**src/rtl/rds_pkg.sv**
```systemverilog
package rds_pkg;
  localparam logic [31:0] CRC_POLY_REFL = 32'hEDB88320;
  localparam logic [31:0] CRC_PRESET    = 32'hFFFF_FFFF;

  typedef enum logic [1:0] {
    KIND_NONE    = 2'd0,
    KIND_STATION = 2'd1,
    KIND_MCAST   = 2'd2,
    KIND_BCAST   = 2'd3
  } kind_e;

  // Advance the reflected CRC by one byte, bit 0 of the byte first.
  function automatic logic [31:0] crc_byte_step(input logic [31:0] c_in,
                                                input logic [7:0]  d);
    logic [31:0] c;
    logic        fb;
    c = c_in;
    for (int i = 0; i < 8; i++) begin
      fb = c[0] ^ d[i];
      c  = {1'b0, c[31:1]};
      if (fb) c = c ^ CRC_POLY_REFL;
    end
    return c;
  endfunction
endpackage

```
**src/rtl/rds_cfg_regs.sv**
```systemverilog
module rds_cfg_regs #(
  parameter int ADDR_BYTES = 6,
  parameter int FILT_BYTES = 8,
  parameter int SEL_W      = 4
) (
  input  logic                    clk,
  input  logic                    rst_n,
  input  logic                    we,
  input  logic [SEL_W-1:0]        sel,
  input  logic [7:0]              wdata,
  output logic [ADDR_BYTES*8-1:0] sta_addr,
  output logic [FILT_BYTES*8-1:0] filt_bits,
  output logic                    group_en,
  output logic                    mc_all_en
);
  localparam int FILT_BASE = ADDR_BYTES;
  localparam int MODE_SEL  = ADDR_BYTES + FILT_BYTES;

  logic [1:0] mode_q;
  logic       mode_en;

  for (genvar gi = 0; gi < ADDR_BYTES; gi++) begin : g_sta
    logic en;
    assign en = we && (sel == SEL_W'(gi));
    always_ff @(posedge clk or negedge rst_n) begin
      if (!rst_n)  sta_addr[gi*8 +: 8] <= '0;
      else if (en) sta_addr[gi*8 +: 8] <= wdata;
    end
  end

  for (genvar gf = 0; gf < FILT_BYTES; gf++) begin : g_filt
    logic en;
    assign en = we && (sel == SEL_W'(FILT_BASE + gf));
    always_ff @(posedge clk or negedge rst_n) begin
      if (!rst_n)  filt_bits[gf*8 +: 8] <= '0;
      else if (en) filt_bits[gf*8 +: 8] <= wdata;
    end
  end

  assign mode_en = we && (sel == SEL_W'(MODE_SEL));

  always_ff @(posedge clk or negedge rst_n) begin
    if (!rst_n)       mode_q <= '0;
    else if (mode_en) mode_q <= wdata[1:0];
  end

  assign group_en  = mode_q[0];
  assign mc_all_en = mode_q[1];

  // a mode write shows up on the next cycle
  p_mode_load_r10: assert property (@(posedge clk) disable iff (!rst_n)
    mode_en |=> ({mc_all_en, group_en} == $past(wdata[1:0])));
endmodule

```
**src/rtl/rds_crc_acc.sv**
```systemverilog
module rds_crc_acc
  import rds_pkg::*;
(
  input  logic        clk,
  input  logic        rst_n,
  input  logic        sof,
  input  logic        byte_vld,
  input  logic [7:0]  byte_data,
  output logic [31:0] crc_next
);
  logic [31:0] crc_q;
  logic [31:0] crc_base;
  logic        crc_en;

  always_comb begin
    crc_base = sof ? CRC_PRESET : crc_q;
    crc_next = byte_vld ? crc_byte_step(crc_base, byte_data) : crc_base;
    crc_en   = sof || byte_vld;
  end

  always_ff @(posedge clk or negedge rst_n) begin
    if (!rst_n)      crc_q <= CRC_PRESET;
    else if (crc_en) crc_q <= crc_next;
  end

  // a bare start-of-frame leaves the register at the preset
  p_crc_preset_r4: assert property (@(posedge clk) disable iff (!rst_n)
    (sof && !byte_vld) |=> (crc_q == CRC_PRESET));
endmodule

```
**src/rtl/rds_addr_track.sv**
```systemverilog
module rds_addr_track #(
  parameter int ADDR_BYTES  = 6,
  parameter int GROUP_MASKW = 4,
  localparam int CNT_W      = $clog2(ADDR_BYTES + 1)
) (
  input  logic                    clk,
  input  logic                    rst_n,
  input  logic                    sof,
  input  logic                    byte_vld,
  input  logic [7:0]              byte_data,
  input  logic [ADDR_BYTES*8-1:0] sta_addr,
  input  logic                    group_en,
  output logic                    last_byte,
  output logic                    eq_all,
  output logic                    bc_all,
  output logic                    grp_bit
);
  logic [CNT_W-1:0] cnt_q, cnt_base, cnt_next;
  logic             eq_q, bc_q, grp_q;
  logic             eq_base, bc_base;
  logic             take, first;
  logic [7:0]       sta_byte, cmp_mask;
  logic             byte_eq;

  always_comb begin
    cnt_base = sof ? '0 : cnt_q;
    first    = (cnt_base == '0);
    take     = byte_vld && (cnt_base < CNT_W'(ADDR_BYTES));
    sta_byte = '0;
    for (int i = 0; i < ADDR_BYTES; i++)
      if (cnt_base == CNT_W'(i)) sta_byte = sta_addr[i*8 +: 8];
    cmp_mask = (group_en && cnt_base == CNT_W'(ADDR_BYTES - 1))
             ? (8'hFF >> GROUP_MASKW) : 8'hFF;
    byte_eq  = (((byte_data ^ sta_byte) & cmp_mask) == 8'h00);
    eq_base  = first ? 1'b1 : eq_q;
    bc_base  = first ? 1'b1 : bc_q;
    eq_all   = eq_base && byte_eq;
    bc_all   = bc_base && (byte_data == 8'hFF);
    grp_bit  = first ? byte_data[0] : grp_q;
    last_byte = take && (cnt_base == CNT_W'(ADDR_BYTES - 1));
    cnt_next = take ? cnt_base + 1'b1 : cnt_base;
  end

  always_ff @(posedge clk or negedge rst_n) begin
    if (!rst_n) begin
      cnt_q <= '0;
      eq_q  <= 1'b0;
      bc_q  <= 1'b0;
      grp_q <= 1'b0;
    end else begin
      if (sof || take) cnt_q <= cnt_next;
      if (take) begin
        eq_q  <= eq_all;
        bc_q  <= bc_all;
        grp_q <= grp_bit;
      end
    end
  end

  // the byte count never runs past the address length
  p_cnt_bound_r9: assert property (@(posedge clk) disable iff (!rst_n)
    cnt_q <= CNT_W'(ADDR_BYTES));
endmodule

```
**src/rtl/rx_dest_screen.sv**
```systemverilog
module rx_dest_screen #(
  parameter int  ADDR_BYTES  = 6,
  parameter int  FILT_SEL_W  = 3,
  parameter int  GROUP_MASKW = 4,
  localparam int FILT_BYTES  = 1 << FILT_SEL_W,
  localparam int IDX_W       = 2 * FILT_SEL_W,
  localparam int SEL_W       = $clog2(ADDR_BYTES + FILT_BYTES + 1)
) (
  input  logic             clk,
  input  logic             rst_n,
  input  logic             sof,
  input  logic             byte_vld,
  input  logic [7:0]       byte_data,
  input  logic             cfg_we,
  input  logic [SEL_W-1:0] cfg_sel,
  input  logic [7:0]       cfg_wdata,
  output logic             verdict_vld,
  output logic             accept,
  output logic             reject,
  output logic [1:0]       match_kind
);
  import rds_pkg::*;

  logic [1:0] rst_sync_q;
  logic       rst_sync_n;

  always_ff @(posedge clk or negedge rst_n) begin
    if (!rst_n) rst_sync_q <= '0;
    else        rst_sync_q <= {rst_sync_q[0], 1'b1};
  end
  assign rst_sync_n = rst_sync_q[1];

  logic [ADDR_BYTES*8-1:0] sta_addr;
  logic [FILT_BYTES*8-1:0] filt_bits;
  logic                    group_en, mc_all_en;
  logic [31:0]             crc_next;
  logic                    last_byte, eq_all, bc_all, grp_bit;

  rds_cfg_regs #(
    .ADDR_BYTES(ADDR_BYTES), .FILT_BYTES(FILT_BYTES), .SEL_W(SEL_W)
  ) u_cfg (
    .clk(clk), .rst_n(rst_sync_n), .we(cfg_we), .sel(cfg_sel),
    .wdata(cfg_wdata), .sta_addr(sta_addr), .filt_bits(filt_bits),
    .group_en(group_en), .mc_all_en(mc_all_en)
  );

  rds_crc_acc u_crc (
    .clk(clk), .rst_n(rst_sync_n), .sof(sof), .byte_vld(byte_vld),
    .byte_data(byte_data), .crc_next(crc_next)
  );

  rds_addr_track #(
    .ADDR_BYTES(ADDR_BYTES), .GROUP_MASKW(GROUP_MASKW)
  ) u_track (
    .clk(clk), .rst_n(rst_sync_n), .sof(sof), .byte_vld(byte_vld),
    .byte_data(byte_data), .sta_addr(sta_addr), .group_en(group_en),
    .last_byte(last_byte), .eq_all(eq_all), .bc_all(bc_all),
    .grp_bit(grp_bit)
  );

  logic [IDX_W-1:0]      hidx;
  logic [FILT_SEL_W-1:0] hbyte, hbit;
  logic                  hash_hit;
  logic                  acc_d;
  kind_e                 kind_d;

  always_comb begin
    hidx     = crc_next[IDX_W-1:0];
    hbyte    = hidx[FILT_SEL_W-1:0];
    hbit     = hidx[IDX_W-1:FILT_SEL_W];
    hash_hit = filt_bits[{hbyte, hbit}];
    if (!grp_bit) begin
      acc_d  = eq_all;
      kind_d = eq_all ? KIND_STATION : KIND_NONE;
    end else if (bc_all) begin
      acc_d  = 1'b1;
      kind_d = KIND_BCAST;
    end else begin
      acc_d  = mc_all_en || hash_hit;
      kind_d = acc_d ? KIND_MCAST : KIND_NONE;
    end
  end

  always_ff @(posedge clk or negedge rst_sync_n) begin
    if (!rst_sync_n) begin
      verdict_vld <= 1'b0;
      accept      <= 1'b0;
      reject      <= 1'b0;
      match_kind  <= 2'd0;
    end else begin
      verdict_vld <= last_byte;
      accept      <= last_byte && acc_d;
      reject      <= last_byte && !acc_d;
      match_kind  <= last_byte ? kind_d : KIND_NONE;
    end
  end

  // a verdict is exactly one of accept or reject
  p_one_outcome_r8: assert property (@(posedge clk) disable iff (!rst_sync_n)
    verdict_vld |-> (accept ^ reject));
  // outputs stay quiet outside the verdict cycle
  p_quiet_idle_r8: assert property (@(posedge clk) disable iff (!rst_sync_n)
    !verdict_vld |-> (!accept && !reject && match_kind == 2'd0));
  // a verdict always follows a byte strobe
  p_after_byte_r8: assert property (@(posedge clk) disable iff (!rst_sync_n)
    verdict_vld |-> $past(byte_vld));
  // a reject carries no match class
  p_reject_kind_r2: assert property (@(posedge clk) disable iff (!rst_sync_n)
    reject |-> (match_kind == 2'd0));
endmodule

```
**config.mk**
```make
export PLATFORM = sky130hd
export DESIGN_NAME = rx_dest_screen
export DESIGN_NICKNAME = d
export VERILOG_FILES = /design/src/rtl/rds_pkg.sv /design/src/rtl/rds_cfg_regs.sv /design/src/rtl/rds_crc_acc.sv /design/src/rtl/rds_addr_track.sv /design/src/rtl/rx_dest_screen.sv
export SDC_FILE = /design/constraint.sdc
export NUM_CORES = 1
export LEC_CHECK = 0
export BUFFER_PORTS_ARGS = -buffer_cell sky130_fd_sc_hd__buf_2
export CAP_MARGIN = 20
export CORE_ASPECT_RATIO = 2
export CORE_MARGIN = 1.5
export CORE_UTILIZATION = 65
export CTS_CLUSTER_SIZE = 40
export DETAILED_ROUTE_END_ITERATION = 10
export GPL_TIMING_DRIVEN = 1
export PLACE_DENSITY = 0.83
export SYNTH_ARGS = -nofsm -noshare
export SYNTH_HDL_FRONTEND = slang
export SYNTH_SLANG_ARGS = --single-unit
```
**constraint.sdc**
```tcl
create_clock -name clk -period 7.8 [get_ports clk]
set_input_delay 1.17 -clock clk [delete_from_list [all_inputs] [get_ports clk]]
set_output_delay 1.17 -clock clk [all_outputs]
set_load 0.02 [all_outputs]
```
Word-level counts from Yosys, hierarchy flattened. Cells that the tools add are included.

Logic and storage cells: 126. Input port bits: 25. Bits in registers: 159. Output and inout bits: 5.

Muxes and demuxes: 31. Bitwise logic cells: 18. Reduce and logical (&&, ||, !) cells: 29. Add/subtract/negate cells: 1. Eq/ne operators: 20. Magnitude comparators: 2.

Operator list (count): two-way mux 32 bit (10); inverter 13 -> 14 bit (8); two-way mux 8 bit (7); equality test 4 bit, second input constant (7); logical AND 1 bit (22); equality test 4 x 3 -> 1 bit, second input constant (4); AND 8 bit (1); equality test 4 x 2 -> 1 bit, second input constant (2); equality test 8 bit, second input constant (1); zero test 8 bit (1); two-way mux 2 bit (4); XOR 1 bit (8); XOR 8 bit (1); less-than comparator 6 x 7 -> 1 bit, second input constant (1); two-way mux 1 bit (7); binary-select mux 1 bit (select 6 bit) (1); equality test 3 x 2 -> 1 bit, second input constant (2); equality test 3 bit, second input constant (2); two-way mux 3 bit (2); equality test 4 x 1 -> 1 bit, second input constant (1); zero test 4 bit (1); adder 3 x 1 -> 3 bit, second input constant (1); equality test 3 x 1 -> 1 bit, second input constant (1); zero test 3 bit (1); other kinds (3) (5).

Depth between registers and ports, before layout. Gate-level depths: netlist (run 1).

Depth in word-level cells: 25. Gate-level depth with buffers: 18. Mapped depth without buffers: 15.

Cells and area by module. From an unflattened synthesis (run 1), not the netlist that was laid out.

Cell total of the unflattened synthesis: 839. Area, all modules: 9211.3 sq um.

By module, submodules not included: rds_cfg_regs (times used 1, cells each 265, area each 4406.7 sq um, seq. area each 2852.7 sq um); rds_crc_acc (times used 1, cells each 330, area each 2826.5 sq um, seq. area each 840.8 sq um); rds_addr_track (times used 1, cells each 156, area each 1142.3 sq um, seq. area each 150.1 sq um); rx_dest_screen (times used 1, cells each 88, area each 835.8 sq um, seq. area each 175.2 sq um).

Least setup slack after synthesis (run 1). Ideal clock, no wire load.

Path type: input-to-reg. From: in sof. To: reg accept. Cell stages on the path: 15. Setup time: 0.065 ns. Setup slack: 3.758 ns. Buffers on the path: 3. Arrival: 3.976 ns. Data required time: 7.735 ns. Cell sequence: buf_2 buf_1 clkbuf_1 nor2b_1 ha_1 a21oi_1 a21oi_1 o31ai_1 a22oi_1 xnor2_1 nor3_1 a32o_1 nand3_1 nor2_1 o21a_1.

Longest elaborated chain between the ends: 19. Elaborated cells on any way between the ends: 58. Those cells by class: 1 x order compare; 5 x eq/ne; 25 x mux; 18 x bitwise; 9 x reduce/logical.

RTL lines: from (decl) (RTL line rx_dest_screen.sv:11) `input logic sof,`; two-way mux 32 bit (RTL line rds_crc_acc.sv:16) `crc_base = sof ? CRC_PRESET : crc_q;`; two-way mux 32 bit, or another cell as far along (2 in series) (RTL line rds_pkg.sv:21) `if (fb) c = c ^ CRC_POLY_REFL;`; XOR 1 bit, or another cell as far along (RTL line rds_pkg.sv:19) `fb = c[0] ^ d[i];`; two-way mux 32 bit, or another cell as far along (RTL line rds_pkg.sv:21); inverter 13 -> 14 bit (no line) or two-way mux 32 bit (tied branches); two-way mux 32 bit or inverter 13 -> 14 bit (tied branches) (3 in series); inverter 13 -> 14 bit (no line) or two-way mux 32 bit (tied branches); two-way mux 32 bit or inverter 13 -> 14 bit (tied branches); two-way mux 32 bit (RTL line rds_pkg.sv:21); two-way mux 32 bit (RTL line rds_crc_acc.sv:17) `crc_next = byte_vld ? crc_byte_step(crc_base, byte_data) : crc_base;`; binary-select mux 1 bit (select 6 bit) (RTL line rx_dest_screen.sv:71) `hash_hit = filt_bits[{hbyte, hbit}];`; two-way mux 1 bit (implied by the code) (RTL line rx_dest_screen.sv:71); logical OR 1 bit (RTL line rx_dest_screen.sv:79) `acc_d = mc_all_en || hash_hit;`; two-way mux 1 bit (RTL line rx_dest_screen.sv:75) `end else if (bc_all) begin`; two-way mux 1 bit (RTL line rx_dest_screen.sv:72) `if (!grp_bit) begin`; logical AND 1 bit * (RTL line rx_dest_screen.sv:92) `accept <= last_byte && acc_d;`; to (signal assigned) (RTL line rx_dest_screen.sv:92); to (decl) (RTL line rx_dest_screen.sv:18) `output logic accept,`.

Mark *: on every way between the ends. The rest lies on a longest branch, timed or not. The select of a mux whose other input is x is not followed. A chain may end at the register's enable or synchronous reset.

Worst setup path after layout (run 1).
From: in sof. To: reg reject.

Longest elaborated chain between the ends: 20. Elaborated cells on any way between the ends: 59. Those cells by class: 1 x order compare; 5 x eq/ne; 25 x mux; 18 x bitwise; 10 x reduce/logical.

RTL lines: two-way mux 32 bit (RTL line rds_crc_acc.sv:16); two-way mux 32 bit, or another cell as far along (2 in series) (RTL line rds_pkg.sv:21); XOR 1 bit, or another cell as far along (RTL line rds_pkg.sv:19); two-way mux 32 bit, or another cell as far along (RTL line rds_pkg.sv:21); inverter 13 -> 14 bit (no line) or two-way mux 32 bit (tied branches); two-way mux 32 bit or inverter 13 -> 14 bit (tied branches) (3 in series); inverter 13 -> 14 bit (no line) or two-way mux 32 bit (tied branches); two-way mux 32 bit or inverter 13 -> 14 bit (tied branches); two-way mux 32 bit (RTL line rds_pkg.sv:21); two-way mux 32 bit (RTL line rds_crc_acc.sv:17); binary-select mux 1 bit (select 6 bit) (RTL line rx_dest_screen.sv:71); two-way mux 1 bit (implied by the code) (RTL line rx_dest_screen.sv:71); logical OR 1 bit (RTL line rx_dest_screen.sv:79); two-way mux 1 bit (RTL line rx_dest_screen.sv:75); two-way mux 1 bit (RTL line rx_dest_screen.sv:72); zero test 1 bit (RTL line rx_dest_screen.sv:93) `reject <= last_byte && !acc_d;`; logical AND 1 bit * (RTL line rx_dest_screen.sv:93); to (signal assigned) (RTL line rx_dest_screen.sv:93); to (decl) (RTL line rx_dest_screen.sv:19) `output logic reject,`.

Marks and branches as above.

==> results of run 1 <==
[area by class of cell]
cell class	instances	area, um2
well taps	189	236
fillers	963	3860
inverters	12	45.0
clock inverters	15	166
repair buffers	43	248
clock buffers	17	425
multi-input cells	651	4960
flip-flops and latches	159	4020
[synth_stat cells (4+ instances only)]
library cell,number,area share [%]
buf_6,4,0.48
o211ai_1,5,0.40
nor2b_1,5,0.34
a221oi_1,6,0.56
a22oi_1,15,1.2
buf_2,11,0.59
mux4_2,4,0.97
or3_1,17,1.1
o211a_1,4,0.43
mux2i_1,69,7.4
nor4_1,5,0.34
o22a_1,4,0.38
a21oi_1,56,3.0
inv_1,12,0.48
and2_1,11,0.74
o22ai_1,15,1.0
nand2_1,30,1.2
mux2_2,117,14
nand3b_1,9,0.73
clkbuf_1,39,1.6
o31ai_1,5,0.40
o21ai_0,49,2.6
o2bb2ai_1,4,0.38
xnor2_1,52,4.9
xor2_1,16,1.5
nor2_1,72,2.9
and3_1,5,0.34
o221ai_1,4,0.38
dfstp_2,32,9.0
dfrtp_1,127,34
nor3_1,19,1.0
a22o_1,4,0.38
buf_1,5,0.20
nand3_1,6,0.32
[registers in the layout, indices dropped and copies added, names as in the netlist]
signal	flops
verdict_vld	1
rst_sync_q	2
u_cfg.mode_q	2
reject	1
u_cfg.filt_bits	64
u_track.eq_q	1
u_track.grp_q	1
u_track.cnt_q	3
u_crc.crc_q	32
match_kind	2
u_track.bc_q	1
u_cfg.sta_addr	48
accept	1
[metal layers]
metal  vias to the layer above  GRT usage (%)  routed length (um)
li1                       3197              -                   -
met1                      3696           37.7                8810
met2                       340           55.7               12200
met3                       114           7.54                1440
met4                         0           25.0                1750
met5                         -              0                   0
[cells by family (layout without fill, tap and decap cells)]
logic type      after synthesis  count (layout)  share of synthesized area [%]
other cells                   1               1                         0.0403
flops                       159             159                           43.2
fa+ha+maj                     3               3                          0.403
simple gates                192             192                           10.0
mux                         190             190                           22.5
compound gates              195             195                           13.5
buf+inv                      74              87                           3.58
xor+xnor                     70              70                           6.75
[how the worst max path moves through the flow]
stage               slack (ps)                 endpoint                    start
CTS                       3190         accept$_DFF_PN0_                      sof
global placement          2840         accept$_DFF_PN0_                      sof
finish                    3080         reject$_DFF_PN0_                      sof
global route              2910  match_kind[1]$_DFF_PN0_                      sof
detailed placement        2790         accept$_DFF_PN0_                      sof
floorplan                 3100         accept$_DFF_PN0_  rst_sync_q[1]$_DFF_PN0_
[power by group through the flow]
| stage | Clock (mW) | Combinational (mW) | Sequential [mW] |
|---|---|---|---|
| after global routing | 0.868 | 1.51 | 1.31 |
| after global placement | 0 | 1.30 | 1.27 |
| after floorplan | 0 | 1.11 | 1.22 |
| after detailed placement | 0 | 1.35 | 1.29 |
| final | 0.821 | 1.40 | 1.29 |
| after CTS | 0.830 | 1.37 | 1.28 |
==> impl_metrics.toml, run 1 <==
[cts]
clk_pin_slew_worst_paths_ps = 80
cts_buffer_depth = 2
h-tree-depth = 4
numCtsBuffers = 17
cts_root_buffer = "clkbuf_16"
cts_tree = "done"
clkLatencyLatePin_ps = 430
post_cts_buffers = 0
ctsHoldBuffers = 0
clock_sinks = 159
ctsResizeCount = 0

[floorplanning]
chipHeight_um = 172
ioPinCount = 30
rows = 61
core_area_um2 = 14000
die-area_um2 = 15100
start_util_pct = 66.6
die_x_um = 87.6

[route]
via_count = 7347
post_drt_wl_per_cell_um = 22.2
drt_first_pass_iters = 6
drt_wl_total_um = 24200
antenna_left = 0
remaining_drc_errors = 0
first_iter_violations = 725
vias_per_cell = 6.77

[cells_and_area]
final_cell_mix = "126 x dfrtp_1, 117 x mux2_2, 71 x nor2_1"
drive_above_1_share_pct = 27.0
final_common_cell = "dfrtp_1"
diodes = 0
instances_no_fill = 1086
syn2layout_area_growth_pct = 8.59
nNetsFinal = 912
finalInstanceArea_um2 = 10100
final_core_util_pct = 72.4

[power]
p_int_mw = 2.15
pwr-share-comb_pct = 40.0
power.leakage_nw = 4.19
irDropWorstVdd_mv = 0.215
p_sw_share_pct = 38.7
switchingPower_mw = 1.36
power_per_cell_area_nw_per_um2 = 347
p_clk_share_pct = 23.4
total_power_mw = 3.51
pwr-share-seq_pct = 36.6

[worst_setup_path]
worstSetupPathType = "input port to register"
crit_arrival_ps = 5010
path_depth = 16
cp_num_buf_inv = 4
worstReg2RegEnd = "match_kind[1]$_DFF_PN0_"
reg2reg_slack_ps = 3710
cpPeakStageDelay_ps = 750
ff2ff_path_depth = 11
crit_family = "compound AO/OA/AOI/OAI gates"
cp_slowest_cell = "a21oi_1"
worstSetupEndpointType = "register"
r2r_start = "u_crc.crc_q[1]$_DFFE_PN1P_"
crit_fanout = 46
critical_path_required_ps = 8090
setup.worst_path.start_class = "input port"
worstPathCellList = "buf_2 -> buf_4 -> inv_1 -> buf_4 -> nand2_1 -> ha_1 -> a21oi_1 -> a21oi_1 -> o31ai_1 -> o21ai_0 -> o21ai_0 -> xnor2_1 -> a32o_1 -> nand3_1 -> nor2_1 -> nor3b_2"

[yosys]
synthArstFlopShare_pct = 100
yosysWarnings = 0
ys_seq_area_share_pct = 43.2
ys.flop_type = "dfrtp_1"
yosysUniqueCellTypes = 60
synthesis.area_per_instance_um2 = 10.5
synthesis.area_um2 = 9310
synth_edf_count = 0
ys_ff_latch = 159
synth_cells = 884
synth.net_count = 912

[sta]
fmax_ghz = 0.212
rsz0062_at_grt = "false"
setup_ws_ps = 3080
fin_crit_ps = 4720
fin_worst_skew_ps = 13.0
relSlewSlack_pct = 22.2
setup_viol = 0
fin_setup_tns_ps = 0
slew_violations = 0
timing.final.crit_share_pct = 60.6
tightest_slew_ps = 1160
hold_viol = 0
whs_ps = 283

[place]
preCtsSetupSlack_ps = 2790
hpwl_um = 16400
gp_congestion = 0.965
port_buffers = 29
place_inst = 1052
postPlaceCellArea_um2 = 9500

[global_route]
grt_pass1_wl_um = 38700
grt_max_degree = 67
overflow = 0
grt_usage_pct = 33.9
grt_pass1_vias = 7489
antenna_found_initial = 0

[min_path]
worstHoldPathType = "register to async pin"

[flow_run]
maxCapViolCount = 0

[run_status]
status = "completed"
No activity file was read; power rests on OpenSTA's default activity.
==> run 2: changes to the inputs <==
Settings changed: ABC_AREA set to 1, CORE_UTILIZATION 65 to 56, PLACE_DENSITY 0.83 to 0.76.
Clock period 7.8 ns to 4.1 ns, I/O delays scaled along.
==> impl_metrics.toml, run 2 <==
[run_status]
status = "completed"

[cells_and_area]
diodes = 0
multi_input_area_um2 = 3680
nNetsFinal = 1081
final_common_cell = "nand2_1"
reg_top3 = "u_cfg.filt_bits x64, u_cfg.sta_addr x48, u_crc.crc_q x32"
final.fill_count = 1289
drive_above_1_share_pct = 12.8
regArea_um2 = 4020
top_register = "u_cfg.filt_bits"
syn2layout_area_growth_pct = 10.9
largest_reg_flops = 64
final_cell_mix = "330 x nand2_1, 160 x o21ai_0, 126 x dfrtp_1"
finalInstanceArea_um2 = 9060

[yosys]
yosys.area.top_type = "dfrtp_1"
synthTopCellsByArea = "dfrtp_1 39%, nand2_1 15%, dfstp_2 10%"
synth_top_area_share_pct = 38.9
yosysUniqueCellTypes = 37
ys_ff_latch = 159
synth-adder-area-share_pct = 0.459
synth_top_family_by_area = "simple AND/OR/NAND/NOR gates"
yosysWarnings = 0
synth_edf_count = 0
synthMuxAreaShare_pct = 0
synthesis.area_um2 = 8170
synth.net_count = 1070
ys.flop_type = "dfrtp_1"
synthArstFlopShare_pct = 100
ys_seq_area_share_pct = 49.2
synth_commonest_cells = "330 x nand2_1, 160 x o21ai_0, 127 x dfrtp_1"
synth-compound-area-share_pct = 12.9
synth_cells = 1042
synthesis.area_per_instance_um2 = 7.84
yosysMostFrequentCell = "nand2_1"
synth-simple-area-share_pct = 27.0
synthXorXnorAreaFrac_pct = 4.72

[place]
gp_congestion = 1.07
port_buffers = 29
postPlaceCellArea_um2 = 8420
hpwl_um = 15400

[worst_setup_path]
cp_slowest_cell = "nand2_2"
crit_arrival_ps = 3520
cpPeakStageDelay_ps = 350
cp_common_cell = "nand2_1"
critical_path_required_ps = 4450
setup.worst_path.start_class = "input port"
worstSetupEndpointType = "register"
crit_fanout = 31
worstSetupPathType = "input port to register"
worstPathCellList = "buf_2 -> inv_2 -> nand2_1 -> nand2_1 -> nand2_2 -> nand2_1 -> nand2_1 -> nand2_1 -> nand3_2 -> nand2_2 -> nand2_1 -> nand3_1 -> nand3_1 -> nand3_1 -> nand3_1 -> nand2_1 -> nand2_1 -> nand4_1 -> a21oi_1"

[route]
post_drt_wl_per_cell_um = 17.7
drt_wl_total_um = 22200
antenna_left = 0
first_iter_violations = 662
drt_first_pass_iters = 5
via_count = 7190
vias_per_cell = 5.72
remaining_drc_errors = 0

[floorplanning]
start_util_pct = 57.2
chipHeight_um = 174
rows = 62
core_area_um2 = 14300
ioPinCount = 30
die-area_um2 = 15400
die_x_um = 88.4

[sta]
whs_ps = 366
fin_setup_tns_ps = 0
fmax_ghz = 0.316
relSlewSlack_pct = 46.7
hold_viol = 0
fin_crit_ps = 3170
tightest_slew_ps = 800
timing.final.crit_share_pct = 77.3
slew_violations = 0
fin_worst_skew_ps = 8.48
setup_viol = 0
rsz0062_at_grt = "false"

[global_route]
antenna_found_initial = 0
grt_pass1_vias = 6988
overflow = 0
grt_pass1_wl_um = 35800
grt_max_degree = 96
grt_usage_pct = 31.1

[cts]
clk_pin_slew_worst_paths_ps = 60
clkLatencyLatePin_ps = 430
ctsResizeCount = 0
clock_sinks = 159
cts_tree = "done"
h-tree-depth = 4
cts_root_buffer = "clkbuf_16"
numCtsBuffers = 17
cts_buffer_depth = 2

[flow_run]
maxCapViolCount = 0

[power]
p_int_mw = 3.44
power_per_cell_area_nw_per_um2 = 565
irDropWorstVdd_mv = 0.407
switchingPower_mw = 1.68
p_sw_share_pct = 32.8
pwr-share-comb_pct = 24.7
power.leakage_nw = 4.42
p_clk_share_pct = 33.0
total_power_mw = 5.11
pwr-share-seq_pct = 42.4

[min_path]
worstHoldPathType = "register to register"
==> run 2: logic make-up (layout without fill, tap and decap cells) <==
| family | count (synthesis) | count (layout) |
|---|---|---|
| simple gates | 524 | 524 |
| compound gates | 199 | 199 |
| fa+ha+maj | 3 | 3 |
| other cells | 1 | 1 |
| buf+inv | 112 | 136 |
| xor+xnor | 44 | 44 |
| flops | 159 | 159 |
==> run 2: what timing repair did <==
action | 4_1_cts | 5_1_grt
setup buffers | 0 | 0
hold buffers | 1 | 0
endpoints found under the setup margin | 0 | 0
endpoints found under the hold margin | 2 | 0
==> run 2: final timing paths <==
check / from / endpoint / slack [ps] / cells after the start
worst min-delay path: rst_sync_q[0]$_DFF_PN0_ / rst_sync_q[1]$_DFF_PN0_ / 370 / 0
worst max-delay path: sof / reject$_DFF_PN0_ / 930 / 19
max in group asynchronous: rst_sync_q[1]$_DFF_PN0_ / u_crc.crc_q[9]$_DFFE_PN1P_ / 2670 / 1
worst max register to register: u_crc.crc_q[2]$_DFFE_PN1P_ / accept$_DFF_PN0_ / 960 / 18
min in group asynchronous: rst_sync_q[1]$_DFF_PN0_ / u_cfg.sta_addr[21]$_DFFE_PN0P_ / 430 / 0
worst min register to register: rst_sync_q[0]$_DFF_PN0_ / rst_sync_q[1]$_DFF_PN0_ / 370 / 0
==> run 2: power groups by stage <==
stage / logic, mW / clock network (mW) / registers [mW]
global placement: 1.21 / 0 / 2.18
detailed placement: 1.23 / 0 / 2.18
global route: 1.43 / 1.77 / 2.20
finish: 1.26 / 1.69 / 2.17
floorplan: 0.933 / 0 / 2.13
CTS: 1.24 / 1.70 / 2.16
==> run 2: final cells by class <==
cell class	instances	area share, %
clock buffer	19	4.89
multi-input combinational	771	40.7
tap	192	2.65
sequential	159	44.4
inverter	65	2.69
timing repair buffer	39	2.60
clock inverter	13	2.07
==> run 2: per-stage QoR <==
stage | setup slack, ps | cells | utilization [%]
6_report | 932 | 1258 | 63.5
5_1_grt | 647 | 1258 | 63.5
4_1_cts | 1060 | 1258 | 63.5
3_5_place_dp | 634 | 1225 | 59.0
3_3_place_gp | 645 | 1225 | 59.0
2_1_floorplan | 1470 | 1042 | -
==> run 2: metal layers <==
metal,up-vias,part of all wire [%],track usage [%]
li1,3420,-,-
met1,3411,37,35.0
met2,274,52,50.9
met3,85,5.3,8.62
met4,0,6.1,19.5
met5,-,0,0
==> run 2: critical path, delay by kind of cell <==
family,cells,cell delay [ps]
buffers and inverters,2,490
and+or+nand+nor,16,2200
AOI/OAI and AO/OA,1,180
